<file path="config.mk">
export PLATFORM = sky130hd
export DESIGN_NAME = bert_stat_irq
export DESIGN_NICKNAME = d
export VERILOG_FILES = /design/src/rtl/bert_stat_pkg.sv /design/src/rtl/bert_evt_detect.sv /design/src/rtl/bert_sticky_bank.sv /design/src/rtl/bert_stat_regif.sv /design/src/rtl/bert_stat_irq.sv
export SDC_FILE = /design/constraint.sdc
export NUM_CORES = 1
export LEC_CHECK = 0
export BUFFER_PORTS_ARGS = -buffer_cell sky130_fd_sc_hd__buf_4
export CORE_MARGIN = 2
export CORE_UTILIZATION = 43
export CTS_CLUSTER_SIZE = 25
export DETAILED_ROUTE_END_ITERATION = 10
export PLACE_DENSITY = 0.8
export SLEW_MARGIN = 20
export SYNTH_ARGS = -nofsm -noshare
export SYNTH_HDL_FRONTEND = slang
export SYNTH_SLANG_ARGS = --single-unit
</file>
<file path="constraint.sdc">
create_clock -name clk -period 2.2 [get_ports clk]
set_clock_uncertainty 0.05 [all_clocks]
set_input_delay 0.66 -clock clk [delete_from_list [all_inputs] [get_ports clk]]
set_output_delay 0.66 -clock clk [all_outputs]
set_load 0.05 [all_outputs]
</file>
<file path="src/rtl/bert_stat_pkg.sv">
package bert_stat_pkg;
  localparam int unsigned NSRC    = 4;
  localparam int unsigned IDX_PMU = 3;
  localparam int unsigned IDX_ERR = 2;
  localparam int unsigned IDX_CNT = 1;
  localparam int unsigned IDX_OOS = 0;

  typedef logic [NSRC-1:0] src_vec_t;

  // capture rule per source bit: pulse = level sampled, both = any change,
  // otherwise rising edge only
  localparam src_vec_t PULSE_MASK = src_vec_t'(1) << IDX_ERR;
  localparam src_vec_t BOTH_MASK  = src_vec_t'(1) << IDX_OOS;
endpackage

</file>
<file path="src/rtl/bert_evt_detect.sv">
module bert_evt_detect
  import bert_stat_pkg::*;
#(
  parameter int unsigned N          = NSRC,
  parameter logic [N-1:0] PULSE_SEL = PULSE_MASK,
  parameter logic [N-1:0] BOTH_SEL  = BOTH_MASK
) (
  input  logic         clk,
  input  logic         rst_n,
  input  logic [N-1:0] lvl_i,
  output logic [N-1:0] set_o
);
  logic         prm_q;
  logic         prm_d;
  logic [N-1:0] dly_q;
  logic [N-1:0] dly_d;

  always_comb begin
    prm_d = 1'b1;
    dly_d = lvl_i;
  end

  always_ff @(posedge clk or negedge rst_n) begin
    if (!rst_n) begin
      prm_q <= 1'b0;
      dly_q <= '0;
    end else begin
      prm_q <= prm_d;
      dly_q <= dly_d;
    end
  end

  for (genvar gi = 0; gi < N; gi++) begin : g_src
    if (PULSE_SEL[gi]) begin : g_pulse
      assign set_o[gi] = lvl_i[gi];
    end else if (BOTH_SEL[gi]) begin : g_both
      assign set_o[gi] = prm_q & (lvl_i[gi] ^ dly_q[gi]);
    end else begin : g_rise
      assign set_o[gi] = prm_q & lvl_i[gi] & ~dly_q[gi];
    end
  end
endmodule

</file>
<file path="src/rtl/bert_sticky_bank.sv">
module bert_sticky_bank
  import bert_stat_pkg::*;
#(
  parameter int unsigned N = NSRC
) (
  input  logic         clk,
  input  logic         rst_n,
  input  logic [N-1:0] set_i,
  input  logic [N-1:0] clr_i,
  output logic [N-1:0] lat_o
);
  logic [N-1:0] lat_q;
  logic [N-1:0] lat_d;
  logic         lat_ce;

  always_comb begin
    lat_ce = |(set_i | clr_i);
    lat_d  = (lat_q & ~clr_i) | set_i;
  end

  always_ff @(posedge clk or negedge rst_n) begin
    if (!rst_n) begin
      lat_q <= '0;
    end else if (lat_ce) begin
      lat_q <= lat_d;
    end
  end

  assign lat_o = lat_q;
endmodule

</file>
<file path="src/rtl/bert_stat_regif.sv">
module bert_stat_regif
  import bert_stat_pkg::*;
#(
  parameter int unsigned ADDR_W     = 8,
  parameter int unsigned DATA_W     = 8,
  parameter logic [ADDR_W-1:0] STAT_ADDR = 8'h8E,
  parameter logic [ADDR_W-1:0] IEN_ADDR  = 8'h90
) (
  input  logic              clk,
  input  logic              rst_n,
  input  logic [ADDR_W-1:0] addr_i,
  input  logic              wen_i,
  input  logic [DATA_W-1:0] wdata_i,
  input  logic [NSRC-1:0]   lat_i,
  output logic [NSRC-1:0]   clr_o,
  output logic [NSRC-1:0]   en_o,
  output logic [DATA_W-1:0] rdata_o
);
  logic            sel_stat;
  logic            sel_ien;
  logic            en_ce;
  logic [NSRC-1:0] en_q;
  logic [NSRC-1:0] en_d;
  logic            unused_wdata;

  assign unused_wdata = ^wdata_i[DATA_W-1:NSRC];

  always_comb begin
    sel_stat = (addr_i == STAT_ADDR);
    sel_ien  = (addr_i == IEN_ADDR);
    en_ce    = wen_i & sel_ien;
    en_d     = wdata_i[NSRC-1:0];
    clr_o    = (wen_i & sel_stat) ? wdata_i[NSRC-1:0] : '0;
  end

  always_ff @(posedge clk or negedge rst_n) begin
    if (!rst_n) begin
      en_q <= '0;
    end else if (en_ce) begin
      en_q <= en_d;
    end
  end

  always_comb begin
    rdata_o = '0;
    if (sel_stat) begin
      rdata_o[NSRC-1:0] = lat_i;
    end else if (sel_ien) begin
      rdata_o[NSRC-1:0] = en_q;
    end
  end

  assign en_o = en_q;
endmodule

</file>
<file path="src/rtl/bert_stat_irq.sv">
module bert_stat_irq
  import bert_stat_pkg::*;
#(
  parameter int unsigned ADDR_W          = 8,
  parameter int unsigned DATA_W          = 8,
  parameter logic [ADDR_W-1:0] STAT_ADDR = 8'h8E,
  parameter logic [ADDR_W-1:0] IEN_ADDR  = 8'h90
) (
  input  logic              clk,
  input  logic              rst_n,
  input  logic              pm_upd_i,
  input  logic              bit_err_i,
  input  logic              err_cnt_nz_i,
  input  logic              sync_loss_i,
  input  logic [ADDR_W-1:0] bus_addr_i,
  input  logic              bus_wen_i,
  input  logic [DATA_W-1:0] bus_wdata_i,
  output logic [DATA_W-1:0] bus_rdata_o,
  output logic              irq_o
);
  src_vec_t src_lvl;
  src_vec_t src_set;
  src_vec_t lat_q;
  src_vec_t clr_v;
  src_vec_t en_q;
  logic     irq_q;
  logic     irq_d;

  always_comb begin
    src_lvl          = '0;
    src_lvl[IDX_PMU] = pm_upd_i;
    src_lvl[IDX_ERR] = bit_err_i;
    src_lvl[IDX_CNT] = err_cnt_nz_i;
    src_lvl[IDX_OOS] = sync_loss_i;
  end

  bert_evt_detect #(
    .N        (NSRC),
    .PULSE_SEL(PULSE_MASK),
    .BOTH_SEL (BOTH_MASK)
  ) u_det (
    .clk  (clk),
    .rst_n(rst_n),
    .lvl_i(src_lvl),
    .set_o(src_set)
  );

  bert_sticky_bank #(
    .N(NSRC)
  ) u_bank (
    .clk  (clk),
    .rst_n(rst_n),
    .set_i(src_set),
    .clr_i(clr_v),
    .lat_o(lat_q)
  );

  bert_stat_regif #(
    .ADDR_W   (ADDR_W),
    .DATA_W   (DATA_W),
    .STAT_ADDR(STAT_ADDR),
    .IEN_ADDR (IEN_ADDR)
  ) u_regif (
    .clk    (clk),
    .rst_n  (rst_n),
    .addr_i (bus_addr_i),
    .wen_i  (bus_wen_i),
    .wdata_i(bus_wdata_i),
    .lat_i  (lat_q),
    .clr_o  (clr_v),
    .en_o   (en_q),
    .rdata_o(bus_rdata_o)
  );

  always_comb begin
    irq_d = |(lat_q & en_q);
  end

  always_ff @(posedge clk or negedge rst_n) begin
    if (!rst_n) begin
      irq_q <= 1'b0;
    end else begin
      irq_q <= irq_d;
    end
  end

  assign irq_o = irq_q;
endmodule

</file>
Yosys cells after proc, flatten, opt, wreduce, memory -nomap -nowiden
Cells that the tools add are included.
{ "totals": {"regBits": 14, "inputBits": 23, "out_inout_bits": 9, "word_cells": 27} }
{ "op_classes": {"eq_ne": 2, "muxes": 3, "n_bitwise": 15, "n_reduce_logical": 2} }
{ "ops": {"columns": ["operator", "n"], "rows": [
  ["== test 8 bit (second input constant)", 2],
  ["two-way mux 4 bit", 3],
  ["bitwise AND 4 bit", 2],
  ["bitwise OR 4 bit", 2],
  ["OR reduction 4 bit", 2],
  ["bitwise AND 1 bit", 7],
  ["NOT 4 bit", 1],
  ["NOT 1 bit", 2],
  ["bitwise XOR 1 bit", 1]
]} }

Longest topological paths before layout
{ "logic_depth": {"depth_word": 6, "depth_mapped": 4, "mapped_depth_nobuf": 3} }

By module
A second synthesis with hierarchy kept.
{ "hier_totals": {"cells_unflattened": 59, "hier_area_um2": 664.4} }
{ "by_module_without_submodules": {"columns": ["mod", "instances", "cells_per_inst", "area_per_inst_um2", "seq_area_each_um2"], "rows": [
  ["bert_stat_regif", 1, 31, 334.1, 100.1],
  ["bert_sticky_bank", 1, 12, 145.1, 100.1],
  ["bert_evt_detect", 1, 12, 141.4, 100.1],
  ["bert_stat_irq", 1, 4, 43.8, 25.0]
]} }

Least setup slack after synthesis
Ideal clock, no wire load.
{ "synth_path": {"path_kind": "input to output", "startpoint": "input port bus_addr_i[5]", "endpoint": "output port bus_rdata_o[0]", "arrival_time_ns": 2.058, "required_ns": 1.490, "slack_ns": -0.568, "cell_stages": 2, "path_buffers": 0, "path_cell_list": "or4b_2 nor2_1"} }
{ "synth_via": {"elab_chain_cells": 3, "word_cells_on_any_way": 4, "cone_classes": "eq/ne (2); mux (2)"} }
{ "synth_lines": {"columns": ["item", "line_no", "rtl"], "rows": [
  ["from (decl)", "bert_stat_irq.sv:15", "input logic [ADDR_W-1:0] bus_addr_i,"],
  ["== test 8 bit", "bert_stat_regif.sv:30", "sel_ien = (addr_i == IEN_ADDR);"],
  ["two-way mux 4 bit", "bert_stat_regif.sv:48", "end else if (sel_ien) begin"],
  ["two-way mux 4 bit *", "bert_stat_regif.sv:46", "if (sel_stat) begin"],
  ["to (decl)", "bert_stat_irq.sv:18", "output logic [DATA_W-1:0] bus_rdata_o,"]
]} }
Every way passes the cells marked *; elsewhere a longest branch is shown, timed or not.

Final worst setup path
{ "layout_path": {"startpoint": "input port bus_addr_i[0]", "endpoint": "output port bus_rdata_o[3]"} }
Same word-level chain as after synthesis.

==> impl_metrics.tcl <==
set metrics [dict create \
    critPathLaunchType "input pin" \
    crit_buf_inv 2 \
    port_buffers 23 \
    finalHoldViolations 0 \
    h-tree-depth 1 \
    worstPathArrival_ps 1630 \
    syn_inst 51 \
    dieArea_mm2 0.00184 \
    grt_max_degree 14 \
    ant_nets 0 \
    antenna_cells 0 \
    cts_buffers 3 \
    dp.cells 94 \
    worstPathCellList "buf_6 > or4b_4 > nor2_4 > buf_8" \
    drt_iter0_markers 10 \
    fillCellCount 113 \
    cp_slowest_cell "or4b_4" \
    synth.yosys.seq_area_share 0.500 \
    routed_wl_um 1420 \
    yosysUniqueCellTypes 17 \
    pre_cts_ws_ps -199 \
    layout-drive-gt1-share 0.576 \
    dr.pass1.iters 4 \
    clk_path_buf_depth 2 \
    nNetsFinal 109 \
    numClockSinks 13 \
    post-route-min-period_ps 2340 \
    cts_tree "built" \
    path_delay_family "simple AND/OR/NAND/NOR gates" \
    fin_crit_sh 1.06 \
    clkTransAtPathRegs_ps 80 \
    path_class "in2out" \
    coreArea_mm2 0.00145 \
    dpl.hpwl_um 1090 \
    clk_latency_ps 270 \
    p_leak_nw 0.450 \
    num_rows 14 \
    crit_path_max_incr_delay_ps 610 \
    cts_root_buf "clkbuf_4" \
    min_path_type "in2async" \
    status "finished, violations left" \
    grt_pass1_vias 522 \
    wl_per_cell_um 14.1 \
    yosys_warnings 0 \
    overflow 0 \
    setup_viol 4 \
    drcViolationCount 0 \
    grtUsageTotal 0.179 \
    grt_first_pass_wirelength_um 2390 \
    num_io_pins 32 \
    finalMaxSlewViolations 0 \
    worst_setup_path_end_kind "output port" \
    maxCapViolations 0 \
    viasPerCell 5.23 \
    multi_input_area_um2 343 \
    p_per_area_mw_per_mm2 511 \
    ys_seq_elements 13 \
    netlist_area_um2 651 \
    die_w_um 42.9 \
    path_max_fanout 4 \
    r2r_slack_ps 1290 \
    antenna_found_initial 0 \
    num_vias 528 \
    start_util 0.448 \
    setup_ws_ps -143 \
    cp.required_ps 1490 \
    die_y_um 42.9 \
    syn_avg_cell_area_um2 12.8 \
    stdcell_count 101 \
    total_power_w 0.000501 \
    rsz0062_at_grt "true" \
    areaGrowthSynthToFinish_pct 50.8 \
    final-seq-area_um2 325 \
    whs_ps 164 \
    place_congestion 0.743 \
    violations "setup timing" \
    fmax_mhz 427 \
    ir_drop_uv 393 \
]
-- worst reg2reg max path, cell delays in order, from the launching register on --
cell	delay, ps
dfrtp_1	370
xor2_1	160
a22o_1	230
-- cell usage in the layout, fill, tap and decap left out, drive strengths merged --
cell type,netlist,routed
nand2,3,3
clkbuf,1,4
o2bb2ai,2,2
nor2,4,4
mux2,4,4
a21o,1,1
or4b,1,1
conb,2,5
nand4,4,4
a22oi,6,6
nor4b,2,2
buf,4,32
xor2,1,1
nand3,1,1
and4b,1,1
a22o,1,1
dfrtp,13,13
-- report_power, final --
| group | switching, W | internal, W |
|---|---|---|
| Combinational | 0.0000574 | 0.0000469 |
| Sequential | 0.00000601 | 0.000249 |
| Clock | 0.0000710 | 0.0000702 |
| Total | 0.000134 | 0.000367 |
-- registers in the layout, indices dropped and copies added (netlist names) --
register and cells:
irq_o 1, u_regif.en_o 4, u_bank.lat_o 4, u_det.prm_q 1, u_det.dly_q 3
-- cell usage after synthesis, drive strengths merged --
library cell	number	area, µm²
a21o	1	7.51
a22o	1	8.76
a22oi	6	45.0
and4b	1	10.0
buf	4	30.0
clkbuf	1	3.75
conb	2	7.51
dfrtp	13	325
mux2	4	60.1
nand2	3	11.3
nand3	1	17.5
nand4	4	25.0
nor2	4	15.0
nor4b	2	47.6
o2bb2ai	2	17.5
or4b	1	10.0
xor2	1	8.76
-- logic make-up after synthesis --
kind of cell,Yosys count,synth area share
DFF,13,0.500
AOI/OAI and AO/OA,10,0.121
buffers and inverters,5,0.0519
other,2,0.0115
xor gates and xnor gates,1,0.0135
muxes,4,0.0923
and+or+nand+nor,16,0.210
-- layout make-up --
| class | instances | share of cell area |
|---|---|---|
| multi-input cells | 36 | 0.349 |
| well taps | 16 | 0.0204 |
| flip-flops and latches | 13 | 0.332 |
| clock buffers | 4 | 0.0268 |
| repair buffers | 32 | 0.272 |
-- per-stage QoR --
stage | cell area (µm²) | setup TNS, ps | utilization
floorplan | 696 | -239 | -
global placement | 900 | -745 | 0.619
detailed placement | 900 | -780 | 0.619
CTS | 968 | -591 | 0.666
global route | 981 | -655 | 0.675
finish | 981 | -559 | 0.675
-- what timing repair did --
| action | CTS | global route |
|---|---|---|
| gates resized for setup | 7 | 2 |
| setup buffers | 2 | 1 |
| setup endpoints to repair | 4 | 4 |
| hold buffers | 0 | 0 |
| pin swaps | 2 | 2 |
-- routing by layer --
metal	wire length, µm	vias up	track usage
met3	135	2	0.0383
met4	8	0	0.0938
met5	0	-	0
met2	746	31	0.297
met1	532	243	0.214
li1	-	252	-
-- worst paths after layout --
| kind | from | to | cells past startpoint |
|---|---|---|---|
| max | bus_addr_i[0] | bus_rdata_o[3] | 4 |
| min | rst_n | u_regif.en_o[0]$_DFFE_PN0P_ | 1 |
| max reg2reg | u_det.dly_q[0]$_DFF_PN0_ | u_bank.lat_o[0]$_DFFE_PN0P_ | 2 |
| min reg2reg | u_det.dly_q[1]$_DFF_PN0_ | u_bank.lat_o[1]$_DFFE_PN0P_ | 1 |
| max in group asynchronous | rst_n | u_det.dly_q[1]$_DFF_PN0_ | 1 |
| min in group clk | u_det.dly_q[1]$_DFF_PN0_ | u_bank.lat_o[1]$_DFFE_PN0P_ | 1 |
Power figures use the tool's default switching activity.
